===== config.mk =====
export PLATFORM = sky130hd
export DESIGN_NAME = rsr_chain
export DESIGN_NICKNAME = d
export VERILOG_FILES = /design/src/rtl/rsr_pkg.sv /design/src/rtl/rsr_sys_half.sv /design/src/rtl/rsr_scan_half.sv /design/src/rtl/rsr_merge.sv /design/src/rtl/rsr_cell.sv /design/src/rtl/rsr_chain.sv
export SDC_FILE = /design/constraint.sdc
export NUM_CORES = 1
export LEC_CHECK = 0
export CAP_MARGIN = 20
export CELL_PAD_IN_SITES_DETAIL_PLACEMENT = 1
export CELL_PAD_IN_SITES_GLOBAL_PLACEMENT = 1
export CORE_ASPECT_RATIO = 0.75
export CORE_MARGIN = 5
export CORE_UTILIZATION = 38
export CTS_CLUSTER_DIAMETER = 100
export CTS_CLUSTER_SIZE = 28
export DETAILED_ROUTE_END_ITERATION = 6
export DONT_BUFFER_PORTS = 1
export PLACE_DENSITY = 0.72
export SLEW_MARGIN = 10
export SYNTH_ARGS = -nofsm -noshare
export SYNTH_HDL_FRONTEND = slang
export SYNTH_SLANG_ARGS = --single-unit

===== constraint.sdc =====
create_clock -name clk -period 1 [get_ports clk]
set_input_delay 0.15 -clock clk [delete_from_list [all_inputs] [get_ports clk]]
set_output_delay 0.15 -clock clk [all_outputs]
set_load 0.01 [all_outputs]

===== src/rtl/rsr_pkg.sv =====
package rsr_pkg;
  typedef struct packed {
    logic mst;
    logic slv;
    logic sca;
    logic scb;
  } rsr_state_t;

  localparam rsr_state_t RSR_STATE_RST = '{mst: 1'b0, slv: 1'b0, sca: 1'b0, scb: 1'b0};
endpackage


===== src/rtl/rsr_sys_half.sv =====
module rsr_sys_half (
  input  logic clk,
  input  logic rst,
  input  logic fclk,
  input  logic update,
  input  logic d,
  input  logic scan_b_val,
  input  logic up_m,
  input  logic up_s,
  output logic mst,
  output logic slv
);
  always_ff @(posedge clk) begin
    if (rst) begin
      mst <= 1'b0;
    end else if (up_m) begin
      mst <= ~mst;
    end else if (update) begin
      mst <= scan_b_val;
    end else if (fclk) begin
      mst <= d;
    end
  end

  always_ff @(posedge clk) begin
    if (rst) begin
      slv <= 1'b0;
    end else if (up_s) begin
      slv <= ~slv;
    end else if (!fclk) begin
      slv <= mst;
    end
  end
endmodule


===== src/rtl/rsr_scan_half.sv =====
module rsr_scan_half (
  input  logic clk,
  input  logic rst,
  input  logic fclk,
  input  logic scan_a,
  input  logic scan_b,
  input  logic capture,
  input  logic test,
  input  logic d,
  input  logic sin,
  input  logic sys_mst,
  input  logic up_a,
  input  logic up_b,
  output logic sca,
  output logic scb
);
  logic load_scan;
  logic load_resp;
  logic load_data;
  logic open_b;

  always_comb begin
    load_scan = scan_a;
    load_resp = capture && test;
    load_data = capture && !test && fclk;
    open_b    = scan_b || !fclk;
  end

  always_ff @(posedge clk) begin
    if (rst) begin
      sca <= 1'b0;
    end else if (up_a) begin
      sca <= ~sca;
    end else if (load_scan) begin
      sca <= sin;
    end else if (load_resp) begin
      sca <= sys_mst;
    end else if (load_data) begin
      sca <= d;
    end
  end

  always_ff @(posedge clk) begin
    if (rst) begin
      scb <= 1'b0;
    end else if (up_b) begin
      scb <= ~scb;
    end else if (open_b) begin
      scb <= sca;
    end
  end
endmodule


===== src/rtl/rsr_merge.sv =====
module rsr_merge (
  input  logic clk,
  input  logic rst,
  input  logic test,
  input  logic copy_sys,
  input  logic copy_scan,
  output logic q
);
  logic agree;

  always_comb agree = (copy_sys == copy_scan);

  always_ff @(posedge clk) begin
    if (rst) begin
      q <= 1'b0;
    end else if (test || agree) begin
      q <= copy_sys;
    end
  end
endmodule


===== src/rtl/rsr_cell.sv =====
module rsr_cell
  import rsr_pkg::*;
(
  input  logic       clk,
  input  logic       rst,
  input  logic       fclk,
  input  logic       scan_a,
  input  logic       scan_b,
  input  logic       update,
  input  logic       capture,
  input  logic       test,
  input  logic       d,
  input  logic       sin,
  input  logic [3:0] upset,
  output logic       q,
  output rsr_state_t st
);
  logic mst, slv, sca, scb;

  rsr_sys_half u_sys (
    .clk(clk), .rst(rst), .fclk(fclk), .update(update), .d(d),
    .scan_b_val(scb), .up_m(upset[3]), .up_s(upset[2]),
    .mst(mst), .slv(slv)
  );

  rsr_scan_half u_scan (
    .clk(clk), .rst(rst), .fclk(fclk), .scan_a(scan_a), .scan_b(scan_b),
    .capture(capture), .test(test), .d(d), .sin(sin), .sys_mst(mst),
    .up_a(upset[1]), .up_b(upset[0]), .sca(sca), .scb(scb)
  );

  rsr_merge u_merge (
    .clk(clk), .rst(rst), .test(test), .copy_sys(slv), .copy_scan(scb), .q(q)
  );

  always_comb st = '{mst: mst, slv: slv, sca: sca, scb: scb};
endmodule


===== src/rtl/rsr_chain.sv =====
module rsr_chain
  import rsr_pkg::*;
#(
  parameter int N_CELLS = 8
) (
  input  logic               clk,
  input  logic               rst,
  input  logic               fclk,
  input  logic               scan_a,
  input  logic               scan_b,
  input  logic               update,
  input  logic               capture,
  input  logic               test,
  input  logic [N_CELLS-1:0] d,
  input  logic               si,
  input  logic [N_CELLS-1:0] upset_m,
  input  logic [N_CELLS-1:0] upset_s,
  input  logic [N_CELLS-1:0] upset_a,
  input  logic [N_CELLS-1:0] upset_b,
  output logic [N_CELLS-1:0] q,
  output logic               so
);
  localparam int LAST = N_CELLS - 1;

  rsr_state_t         st [N_CELLS];
  logic [N_CELLS-1:0] mst_v, slv_v, sca_v, scb_v, sin_v;

  for (genvar i = 0; i < N_CELLS; i++) begin : g_cell
    if (i == 0) begin : g_head
      assign sin_v[i] = si;
    end else begin : g_link
      assign sin_v[i] = scb_v[i-1];
    end

    rsr_cell u_cell (
      .clk(clk), .rst(rst), .fclk(fclk), .scan_a(scan_a), .scan_b(scan_b),
      .update(update), .capture(capture), .test(test), .d(d[i]),
      .sin(sin_v[i]),
      .upset({upset_m[i], upset_s[i], upset_a[i], upset_b[i]}),
      .q(q[i]), .st(st[i])
    );

    assign mst_v[i] = st[i].mst;
    assign slv_v[i] = st[i].slv;
    assign sca_v[i] = st[i].sca;
    assign scb_v[i] = st[i].scb;
  end

  assign so = scb_v[LAST];
endmodule


==> key figures <==
Setup path
  • Buffers & Inverters on Critical Path: 0
  • CP peak stage delay: approximately 0.45 ns
  • Flop2flop setup slack: -0.09 ns
  • CP delay by family, top: simple AND/OR/NAND/NOR gates
  • CP cell instances: a311oi_1 -> or4_1 -> a31oi_1
  • Path depth of the worst reg2reg path: 3
  • Critical Path Fanout Max: 2
  • FF-to-FF Start: g_cell[0].u_cell.u_sys.mst
  • Setup crit start: g_cell[0].u_cell.u_sys.mst
  • CP required: around 1.2 ns
  • Crit path capture type: register
  • Startpoint types: register
  • WP data arrival: approximately 1.3 ns
  • Crit path max-delay cell type: or4_1
  • Stages on the worst setup path: 3
  • Crit Path Class: register to register
  • Critical path endpoint: g_cell[0].u_cell.u_scan.sca
  • FF-to-FF End: g_cell[0].u_cell.u_scan.sca

Detailed routing
  • Via density: 5.96
  • Top Layer Used: met4
  • Post-DRT Antenna Nets: 0
  • DR iter-0 viols: 61
  • Wire per inst: slightly below 20 microns
  • Metal2 WL: approximately 3.1 mm
  • First-pass detailed-route iteration total: 4
  • Metal-1 WL: approximately 3 mm
  • Detail Route met3 WL: roughly 430 microns
  • DRC violations left: 0
  • DRT Wirelength: around 6.7 mm
  • Via Count: approximately 2100

Floorplanning
  • Die footprint: 0.00736 sq mm
  • Core area: between 0.005 and 0.006 sq mm
  • # IOs: 58
  • Initial Util: between 40% and 50%
  • Die height: 75.6 microns
  • DIE WIDTH: about 97 microns
  • # rows: 23

Outcome
  • Outcome: finished, violations left
  • Failing checks: hold timing, setup timing

Yosys
  • Mapped Nets: roughly 320
  • Fraction of registers with async set/reset: 0%
  • Seq/Total Area, Yosys: between 30% and 40%
  • Yosys reg bits: 40
  • Synthesized-area fraction occupied by and/or/nand/nor cells: between 20% and 30%
  • Post-synth top area cell: dfxtp_1
  • Top cells by count, synth: dfxtp_1 (40), nor2_1 (33), o21ai_0 (22), a211oi_1 (20), a21oi_1 (20)
  • Most frequent cell after synthesis: dfxtp_1
  • Syn_area_per_cell: roughly 8 sq um
  • Yosys cell types: 24
  • Mux cell area share after synthesis: 0%
  • Post-Synth Adder-Cell Area: 0%
  • Number of synthesis warnings: 0
  • Largest family of logic cells by synthesized area: compound AO/OA/AOI/OAI gates
  • XOR/XNOR share of the synthesized area: 0%
  • Post-synth top area share: between 30% and 40%
  • Syn Inst Count: between 200 and 300
  • Top FF cell, synth: dfxtp_1
  • Synth top area cells: dfxtp_1 (37%), a211oi_1 (6.9%), nor2_1 (5.7%)
  • Post-synthesis cell area: ~0.0022 sq mm
  • Number of synthesized flops with an enable pin: 0
  • Post-synthesis compound-gate area fraction: approximately a third

Pwr
  • Power per cell area: ~1500 mW/mm^2
  • Max VDD drop: 509 uV
  • Lkg Pwr: 0.834 nW

Timing
  • Final setup viols: 1
  • Fmax: 915 MHz
  • Period utilization: 109%
  • Unrepaired setup endpoints after global routing: true
  • Final Slew Violations: 0
  • Actual slew at the worst max-slew pin: roughly 0.28 ns
  • Post-layout minimum cycle time: 1.09 ns
  • Worst Slack Setup Final: -0.0934 ns
  • Worst rel slew slack: approximately four fifths
  • Max Clock Skew: slightly below 0.005 ns
  • Fin Hold WS: -0.0929 ns
  • Fin. Hold Viols: 40

Layout
  • Fillcell total: ~670
  • Layout cells sized above 1: between 20% and 30%
  • Nets: approximately 320
  • Finished Cell Area: about 0.0025 sq mm
  • Final antenna diode count: 0
  • Area delta synth->final: 12.9%

Placement
  • # port buffers: 0
  • Post-DP Area: about 0.0023 sq mm
  • Dpl hpwl: approximately 4.7 mm
  • GPL Wtd Cong: roughly 0.7

Clocking
  • Number of H-tree levels: 2
  • Worst-case clock buffer depth: 2
  • Reg clk slew, reported paths: approximately 0.080 ns
  • Clock Sinks: 40
  • Latest clock arrival within the worst-skew pair: ~0.30 ns
  • TritonCTS clock tree: done
  • Total CTS buffers: 5
  • Clock root buffer master: clkbuf_8

Global routing
  • First-pass GRT wire length: between 10 and 15 mm
  • Grt ovf: 0
  • Number of global-route vias before repair: roughly 2200
  • Pin count of the biggest net entering global routing: 41
  • Tot GR Track Use: between 10% and 20%
  • Initial antenna violation count: 0

Min path
  • Min-Delay Path Class: input pin to register

Flow run
  • Max Cap Viol: 0
-- flip-flops by register name, summed over array words and instances (netlist names) --
signal,flops
g_cell.u_cell.u_merge.q,8
g_cell.u_cell.u_scan.sca,8
g_cell.u_cell.u_scan.scb,8
g_cell.u_cell.u_sys.mst,8
g_cell.u_cell.u_sys.slv,8
-- kinds of logic (layout without fill, tap and decap cells) --
logic type / count (synthesis) / in the layout
buffers and inverters: 33 / 34
and+or+nand+nor: 87 / 87
DFF: 40 / 40
AOI/OAI and AO/OA: 110 / 110
-- worst min-delay path by stage --
stage                from                          end  slack (ns)  cells after the start
4_1_cts               rst  g_cell[7].u_cell.u_scan.scb       -0.10                      1
3_5_place_dp          rst  g_cell[7].u_cell.u_scan.scb        0.22                      1
5_1_grt               rst  g_cell[7].u_cell.u_scan.scb       -0.11                      1
6_report              rst   g_cell[2].u_cell.u_sys.mst       -0.09                      1
3_3_place_gp          rst  g_cell[7].u_cell.u_scan.scb        0.22                      1
2_1_floorplan  upset_a[1]  g_cell[1].u_cell.u_scan.sca        0.24                      1
-- final cells by class --
type	instances	area, sq um	share of cell area, %
well taps	75	93.8	3.82
multi-input cells	197	1270	51.5
flip-flops and latches	40	826	33.6
inverters	8	30.0	1.22
repair buffers	18	151	6.16
clock buffers	8	90.1	3.67
-- worst register-to-register path, stage by stage (launching register included) --
cell	delay, ns
dfxtp_2	0.33
a311oi_1	0.08
or4_1	0.45
a31oi_1	0.17
-- cells in the final DEF (no fill, tap or decap), drive strengths merged --
master  Yosys  routed
o21bai     10      10
inv         8       8
or4         1       1
buf        18      18
nor2b      10      10
nand2      12      12
or3         6       6
dfxtp      40      40
a211oi     20      20
a31oi      12      12
a2111o      3       3
o21a        1       1
a311oi      4       4
nand2b      9       9
o31ai       6       6
a22oi       4       4
a221oi      4       4
clkbuf      7       8
a21oi      20      20
nor2       33      33
o21ai      22      22
a21boi      4       4
nand3b     16      16
-- routing by layer --
layer / global-route usage, % / up-vias
met3: 6.04 / 9
li1: - / 986
met5: 0 / -
met1: 22.4 / 1025
met4: 5.38 / 0
met2: 33.0 / 42
-- timing repair --
item | in CTS | in global routing
pin swaps | 2 | 19
buffers inserted | 0 | 0
resized for setup | 13 | 25
setup endpoints to repair | 11 | 23
hold endpoints to repair | 40 | 40
-- power by group --
part           internal [mW]  switching (mW)  total [mW]  leakage [nW]
logic                  0.312           0.247       0.558         0.451
registers               1.74           0.134        1.88         0.337
clock network          0.564           0.591        1.15        0.0455
-- through the flow --
step | cells | total power [mW] | util (%) | TNS (ns) | worst slack, ns
global route | 346 | 3.79 | 45.2 | -0.265 | -0.127
floorplan | 270 | 2.33 | - | -0.145 | -0.0658
global placement | 338 | 2.39 | 41.9 | -0.0211 | -0.0201
detailed placement | 338 | 2.42 | 41.9 | -0.385 | -0.0652
finish | 346 | 3.59 | 45.2 | -0.0934 | -0.0934
CTS | 346 | 3.59 | 43.8 | -0.0965 | -0.0965
Power figures use the tool's default switching activity.
